[src/rtl/rfc_pkg.sv]
package rfc_pkg;

    typedef enum logic [1:0] {
        CH_IDLE = 2'd0,
        CH_ARM  = 2'd1,
        CH_GATE = 2'd2,
        CH_DONE = 2'd3
    } ch_state_e;

endpackage

[src/rtl/rfc_sync.sv]
module rfc_sync #(
    parameter int WIDTH = 2
) (
    input  logic             clk,
    input  logic             rst_n,
    input  logic [WIDTH-1:0] async_i,
    output logic [WIDTH-1:0] sync_o
);

    genvar b;
    generate
        for (b = 0; b < WIDTH; b++) begin : g_bit
            logic meta_q;
            logic stable_q;

            always_ff @(posedge clk or negedge rst_n) begin
                if (!rst_n) begin
                    meta_q   <= 1'b0;
                    stable_q <= 1'b0;
                end else begin
                    meta_q   <= async_i[b];
                    stable_q <= meta_q;
                end
            end

            assign sync_o[b] = stable_q;
        end
    endgenerate

endmodule

[src/rtl/rfc_sat_counter.sv]
module rfc_sat_counter #(
    parameter int W = 16
) (
    input  logic         clk,
    input  logic         rst_n,
    input  logic         clr_i,
    input  logic         inc_i,
    output logic [W-1:0] val_o,
    output logic [W-1:0] nxt_o
);

    localparam logic [W-1:0] MAXV = '1;
    localparam logic [W-1:0] ONE  = W'(1);

    logic [W-1:0] val_q;

    // The next value holds at the ceiling instead of wrapping.
    assign nxt_o = (val_q == MAXV) ? val_q : val_q + ONE;
    assign val_o = val_q;

    always_ff @(posedge clk or negedge rst_n) begin
        if (!rst_n) begin
            val_q <= '0;
        end else if (clr_i) begin
            val_q <= '0;
        end else if (inc_i) begin
            val_q <= nxt_o;
        end
    end

    AST_SAT_HOLD: assert property (@(posedge clk) disable iff (!rst_n)
        (inc_i && !clr_i && val_q == MAXV) |=> (val_q == MAXV));
    AST_SAT_STEP: assert property (@(posedge clk) disable iff (!rst_n)
        (inc_i && !clr_i && val_q != MAXV) |=> (val_q == $past(val_q) + ONE));
    AST_SAT_CLEAR: assert property (@(posedge clk) disable iff (!rst_n)
        clr_i |=> (val_q == '0));

endmodule

[src/rtl/rfc_channel.sv]
module rfc_channel
    import rfc_pkg::*;
#(
    parameter int CNT_W  = 16,
    parameter int GATE_W = 16
) (
    input  logic             clk,
    input  logic             rst_n,
    input  logic             start_i,
    input  logic             tick_i,
    input  logic             lvl_i,
    output logic [CNT_W-1:0] cnt_o,
    output logic [CNT_W-1:0] time_o,
    output logic             done_o,
    output logic             valid_o,
    output logic             nosig_o,
    output logic             ovf_o
);

    localparam logic [GATE_W-1:0] GATE_ONE = GATE_W'(1);

    ch_state_e         state_q, state_d;
    logic              prev_q;
    logic              fall;
    logic [GATE_W-1:0] gate_q;
    logic              gate_last;
    logic              open_edge;
    logic              cnt_clr, cnt_inc, ts_inc;
    logic [CNT_W-1:0]  cnt_val, cnt_nxt, ts_val, ts_nxt;
    logic [CNT_W-1:0]  cap_q;
    logic              ovf_q;
    logic              done_q;
    logic              in_done;

    // Edge detection on sample ticks only.
    assign fall = tick_i & prev_q & ~lvl_i;

    always_ff @(posedge clk or negedge rst_n) begin
        if (!rst_n) begin
            prev_q <= 1'b0;
        end else if (tick_i) begin
            prev_q <= lvl_i;
        end
    end

    // Gate timer: times the arming window, then the gate.
    assign gate_last = &gate_q;
    assign open_edge = (state_q == CH_ARM) & fall & ~start_i;

    always_ff @(posedge clk or negedge rst_n) begin
        if (!rst_n) begin
            gate_q <= '0;
        end else if (start_i || open_edge) begin
            gate_q <= '0;
        end else if (tick_i && (state_q == CH_ARM || state_q == CH_GATE)) begin
            gate_q <= gate_q + GATE_ONE;
        end
    end

    // Edge count and timestamp.
    assign cnt_clr = start_i | open_edge;
    assign cnt_inc = (state_q == CH_GATE) & fall & ~start_i;
    assign ts_inc  = (state_q == CH_GATE) & tick_i & ~start_i;

    rfc_sat_counter #(.W(CNT_W)) u_cnt (
        .clk   (clk),
        .rst_n (rst_n),
        .clr_i (cnt_clr),
        .inc_i (cnt_inc),
        .val_o (cnt_val),
        .nxt_o (cnt_nxt)
    );

    rfc_sat_counter #(.W(CNT_W)) u_ts (
        .clk   (clk),
        .rst_n (rst_n),
        .clr_i (cnt_clr),
        .inc_i (ts_inc),
        .val_o (ts_val),
        .nxt_o (ts_nxt)
    );

    // State register.
    always_ff @(posedge clk or negedge rst_n) begin
        if (!rst_n) begin
            state_q <= CH_IDLE;
        end else begin
            state_q <= state_d;
        end
    end

    // Next state: arm, open, timeout, close.
    always_comb begin
        state_d = state_q;
        unique case (state_q)
            CH_IDLE: begin
                if (start_i) state_d = CH_ARM;
            end
            CH_ARM: begin
                if (start_i)                   state_d = CH_ARM;
                else if (fall)                 state_d = CH_GATE;
                else if (tick_i && gate_last)  state_d = CH_DONE;
            end
            CH_GATE: begin
                if (start_i)                   state_d = CH_ARM;
                else if (tick_i && gate_last)  state_d = CH_DONE;
            end
            CH_DONE: begin
                if (start_i) state_d = CH_ARM;
            end
            default: state_d = CH_IDLE;
        endcase
    end

    // Registered outputs: done pulse, capture, overflow.
    always_ff @(posedge clk or negedge rst_n) begin
        if (!rst_n) begin
            done_q <= 1'b0;
            cap_q  <= '0;
            ovf_q  <= 1'b0;
        end else begin
            done_q <= (state_d == CH_DONE) && (state_q != CH_DONE);
            if (cnt_clr) begin
                cap_q <= '0;
                ovf_q <= 1'b0;
            end else if (cnt_inc) begin
                cap_q <= ts_nxt;
                ovf_q <= ovf_q | (cnt_nxt == cnt_val) | (ts_nxt == ts_val);
            end
        end
    end

    assign in_done = (state_q == CH_DONE);
    assign cnt_o   = cnt_val;
    assign time_o  = cap_q;
    assign done_o  = done_q;
    assign ovf_o   = in_done & ovf_q;
    assign nosig_o = in_done & (cnt_val == '0);
    assign valid_o = in_done & (cnt_val != '0) & ~ovf_q;

    AST_DONE_PULSE: assert property (@(posedge clk) disable iff (!rst_n)
        done_q |=> !done_q);
    AST_HOLD_RESULT: assert property (@(posedge clk) disable iff (!rst_n)
        (in_done && !start_i) |=> ($stable(cnt_val) && $stable(cap_q)));
    AST_NO_COUNT_ARMING: assert property (@(posedge clk) disable iff (!rst_n)
        (state_q == CH_ARM) |-> (cnt_val == '0));
    AST_GATE_OPEN: assert property (@(posedge clk) disable iff (!rst_n)
        open_edge |=> (state_q == CH_GATE && gate_q == '0 && ts_val == '0));
    AST_TIMEOUT_NOSIG: assert property (@(posedge clk) disable iff (!rst_n)
        (state_q == CH_ARM && !start_i && !fall && tick_i && gate_last) |=> (nosig_o && done_q));
    AST_CAP_BEHIND_TS: assert property (@(posedge clk) disable iff (!rst_n)
        (state_q == CH_GATE) |-> (cap_q <= ts_val));
    AST_FLAGS_EXCL: assert property (@(posedge clk) disable iff (!rst_n)
        !(valid_o && nosig_o));

endmodule

[src/rtl/recip_freq_counter.sv]
module recip_freq_counter #(
    parameter int NUM_CH = 2,
    parameter int CNT_W  = 16,
    parameter int GATE_W = 16
) (
    input  logic                    clk,
    input  logic                    rst_n,
    input  logic                    start_i,
    input  logic                    tick_i,
    input  logic [NUM_CH-1:0]       sig_i,
    output logic [NUM_CH*CNT_W-1:0] cnt_o,
    output logic [NUM_CH*CNT_W-1:0] time_o,
    output logic [NUM_CH-1:0]       done_o,
    output logic [NUM_CH-1:0]       valid_o,
    output logic [NUM_CH-1:0]       nosig_o,
    output logic [NUM_CH-1:0]       ovf_o
);

    logic [NUM_CH-1:0] lvl;

    rfc_sync #(.WIDTH(NUM_CH)) u_sync (
        .clk     (clk),
        .rst_n   (rst_n),
        .async_i (sig_i),
        .sync_o  (lvl)
    );

    genvar ch;
    generate
        for (ch = 0; ch < NUM_CH; ch++) begin : g_ch
            rfc_channel #(.CNT_W(CNT_W), .GATE_W(GATE_W)) u_channel (
                .clk     (clk),
                .rst_n   (rst_n),
                .start_i (start_i),
                .tick_i  (tick_i),
                .lvl_i   (lvl[ch]),
                .cnt_o   (cnt_o[ch*CNT_W +: CNT_W]),
                .time_o  (time_o[ch*CNT_W +: CNT_W]),
                .done_o  (done_o[ch]),
                .valid_o (valid_o[ch]),
                .nosig_o (nosig_o[ch]),
                .ovf_o   (ovf_o[ch])
            );
        end
    endgenerate

endmodule

[config.mk]
export PLATFORM = sky130hd
export DESIGN_NAME = recip_freq_counter
export DESIGN_NICKNAME = d
export VERILOG_FILES = /design/src/rtl/rfc_pkg.sv /design/src/rtl/rfc_sync.sv /design/src/rtl/rfc_sat_counter.sv /design/src/rtl/rfc_channel.sv /design/src/rtl/recip_freq_counter.sv
export SDC_FILE = /design/constraint.sdc
export NUM_CORES = 1
export LEC_CHECK = 0
export BUFFER_PORTS_ARGS = -buffer_cell sky130_fd_sc_hd__buf_2
export CAP_MARGIN = 20
export CORE_MARGIN = 3
export CORE_UTILIZATION = 41
export CTS_CLUSTER_DIAMETER = 80
export DETAILED_ROUTE_END_ITERATION = 8
export SYNTH_ARGS = -nofsm -noshare
export SYNTH_HDL_FRONTEND = slang
export SYNTH_SLANG_ARGS = --single-unit
export TNS_END_PERCENT = 30
[constraint.sdc]
create_clock -name clk -period 2.3 [get_ports clk]
set_clock_uncertainty 0.15 [all_clocks]
set_input_delay 0.345 -clock clk [delete_from_list [all_inputs] [get_ports clk]]
set_output_delay 0.345 -clock clk [all_outputs]
set_load 0.05 [all_outputs]
==> results_dict.tcl <==
set metrics [dict create \
    setup_violations 0 \
    dieArea_mm2 0.0206 \
    ir_drop_uv 541 \
    clockBufferDepth 2 \
    core-area_mm2 0.0183 \
    yosysMostFrequentCell "dfrtp_1" \
    ff2ff_path_depth 7 \
    pre_cts_ws_ps 184 \
    synth_cell_types 66 \
    crit_path_start_kind "flip-flop" \
    r2r-start "g_ch[1].u_channel.u_cnt.val_o[1]" \
    yosysSeqAreaShare_pct 45.8 \
    finalHoldViolations 0 \
    clock.fmax_ghz 0.453 \
    cts_buffers 17 \
    root_buffer "clkbuf_16" \
    dieWidth_um 143 \
    crit_start "g_ch[1].u_channel.u_cnt.val_o[1]" \
    drt_iter0_drc 459 \
    antennaDiodeCount 0 \
    antenna_found_initial 0 \
    cts_tree "yes" \
    vias 6587 \
    synth_edf_count 0 \
    hold_path.startpoint "start_i" \
    path_buf_inv 2 \
    syn_area_per_cell_um2 9.29 \
    route.detailed.wl_per_inst_um 16.0 \
    yosysWarnings 0 \
    place.gp.congestion 0.875 \
    grt_pass1_wl_um 31500 \
    synth_top_area_cell "dfrtp_1" \
    cp_top_family "simple AND/OR/NAND/NOR gates" \
    io_pins 78 \
    total_power_mw 5.80 \
    worstMarginPinSlew_ps 467 \
    slew_headroom_pct 68.7 \
    worstPathArrival_ps 1710 \
    syn_inst 834 \
    start_util_pct 42.4 \
    nets 954 \
    hold-path-endpoint "g_ch[0].u_channel.state_q[1]" \
    whs_ps 179 \
    status "complete, no violations" \
    htree_levels 4 \
    overflow 0 \
    drive_gt1_share_pct 19.8 \
    reg2reg_to "g_ch[1].u_channel.u_cnt.val_o[9]" \
    drtPass1Iterations 5 \
    hold_depth 2 \
    synthToLayoutAreaGrowth_pct 19.0 \
    num-fill-cells 1755 \
    maxCapViolCount 0 \
    synth.area.top_cells "dfrtp_1 46%, xnor2_1 5.8%, nor2_1 4.9%" \
    worstPathCellList "inv_1 > ha_4 > nor4b_4 > nand4_1 > and3_1 > buf_6" \
    leakage_nw 4.06 \
    register_area_mm2 0.00356 \
    powerDensity_mw_per_mm2 629 \
    port_buffers 77 \
    via_per_inst 5.62 \
    ys_ff_latch 142 \
    cts.clk_slew.worst_paths_ps 60 \
    crit_type "reg2out" \
    worstSkewPairLatency_ps 420 \
    worstPathRequired_ps 1800 \
    multi_input_area_mm2 0.00391 \
    die_h_um 143 \
    cp_slowest_cell "dfrtp_2" \
    cts_sinks 142 \
    track_usage_pct 18.9 \
    hold_path_class "in2reg" \
    dp_hpwl_um 12900 \
    synth_ff_type "dfrtp_1" \
    synth_nets 856 \
    synthTopCellsByCount "142 x dfrtp_1, 101 x nor2_1, 67 x nand2_1" \
    drt_wl_total_um 18800 \
    drv_slew 0 \
    end_kind "output port" \
    fin_crit_sh_pct 96.1 \
    crit_path_max_fanout 2 \
    ant_nets 0 \
    finalCriticalPeriod_ps 2210 \
    slowest_delay_ps 400 \
    netlist_area_mm2 0.00775 \
    reg2reg_slack_ps 110 \
    synth_top_area_share_pct 45.8 \
    grt_pass1_vias 6149 \
    rows 49 \
    drc 0 \
    grt_max_degree 48 \
    fin_ws_ps 90.6 \
    ys_async_sr_fraction_pct 100 \
]
-- what timing repair did --
item,4_1_cts,5_1_grt
hold buffers,3,0
endpoints found under the hold margin,46,0
setup endpoints to repair,4,7
gates resized for setup,9,14
setup buffers,3,4
pin swaps,0,3
-- routing by layer --
metal	track usage, %	share of wire (%)	vias up	wire, µm
met1	28.3	50	3180	9430
met4	4.66	0.89	0	167
li1	-	-	3216	-
met5	0	0	-	0
met3	4.53	5.3	16	994
met2	27.6	44	175	8190
-- cell usage in the layout (no fill, tap or decap), types with 10 or more instances in the layout --
cell type    n
buf_4       48
nand4_1     23
o21ai_0     45
nor2_1     101
a21oi_1     54
clkbuf_16   17
or3_1       10
ha_1        14
buf_2       72
nor4_1      10
xor2_1      15
a31oi_1     12
inv_1       16
and4_1      13
nor3_1      38
and3_1      20
nand3_1     38
dfrtp_1    139
a211oi_1    11
xnor2_1     51
nand2_1     67
-- stage by stage --
| stage | instance area (µm²) | setup TNS, ps | util [%] | cells |
|---|---|---|---|---|
| floorplan | 7750 | 0 | - | 834 |
| global placement | 8500 | 0 | 46.5 | 1132 |
| detailed placement | 8500 | 0 | 46.5 | 1132 |
| CTS | 9140 | -4.15 | 50.0 | 1169 |
| global route | 9230 | -15.4 | 50.5 | 1173 |
| finish | 9230 | 0 | 50.5 | 1173 |
-- power breakdown --
part	internal [mW]	total, mW	switching, mW	leakage, nW
clock network	1.59	2.60	1.00	0.270
logic	0.225	0.604	0.379	1.84
registers	2.55	2.60	0.0522	1.96
-- worst max path at each step --
stage,to,slack [ps],depth (start not counted)
after floorplan,g_ch[1].u_channel.u_cnt.val_o[14],40,6
after global placement,valid_o[1],230,6
after detailed placement,g_ch[1].u_channel.u_cnt.val_o[13],180,6
after CTS,valid_o[1],-4,6
after global routing,valid_o[1],-20,6
final,valid_o[1],90,6
-- registers in the layout, indices dropped and copies added (netlist names) --
signal / count
g_ch.u_channel.done_o: 2
g_ch.u_channel.gate_q: 32
g_ch.u_channel.ovf_q: 2
g_ch.u_channel.prev_q: 2
g_ch.u_channel.state_q: 4
g_ch.u_channel.time_o: 32
g_ch.u_channel.u_cnt.val_o: 32
g_ch.u_channel.u_ts.val_o: 32
u_sync.g_bit.meta_q: 2
u_sync.g_bit.stable_q: 2
-- final cells by class --
cell class | count | share of cell area (%)
Inverter | 18 | 0.732
Clock buffer | 26 | 5.41
Sequential cell | 142 | 38.6
Tap cell | 229 | 3.11
Timing Repair Buffer | 129 | 9.16
Clock inverter | 5 | 0.610
Multi-Input combinational cell | 624 | 42.4
-- cells by family after synthesis --
| group | synth area share (%) |
|---|---|
| compound gates | 13.6 |
| xor+xnor | 7.46 |
| fa+ha+maj | 2.58 |
| buf+inv | 4.55 |
| flops | 45.8 |
| mux | 1.23 |
| simple gates | 24.7 |
-- worst reg2reg max path, delay by kind of cell (launching register included) --
kind	cells	cell delay, ps
buffers and inverters	1	150
XOR/XNOR	1	150
adder cells (fa/ha/maj)	1	200
flip-flops	1	400
AND/OR/NAND/NOR	3	610
AO/OA/AOI/OAI	1	390
(Power assumes the default switching activity.)
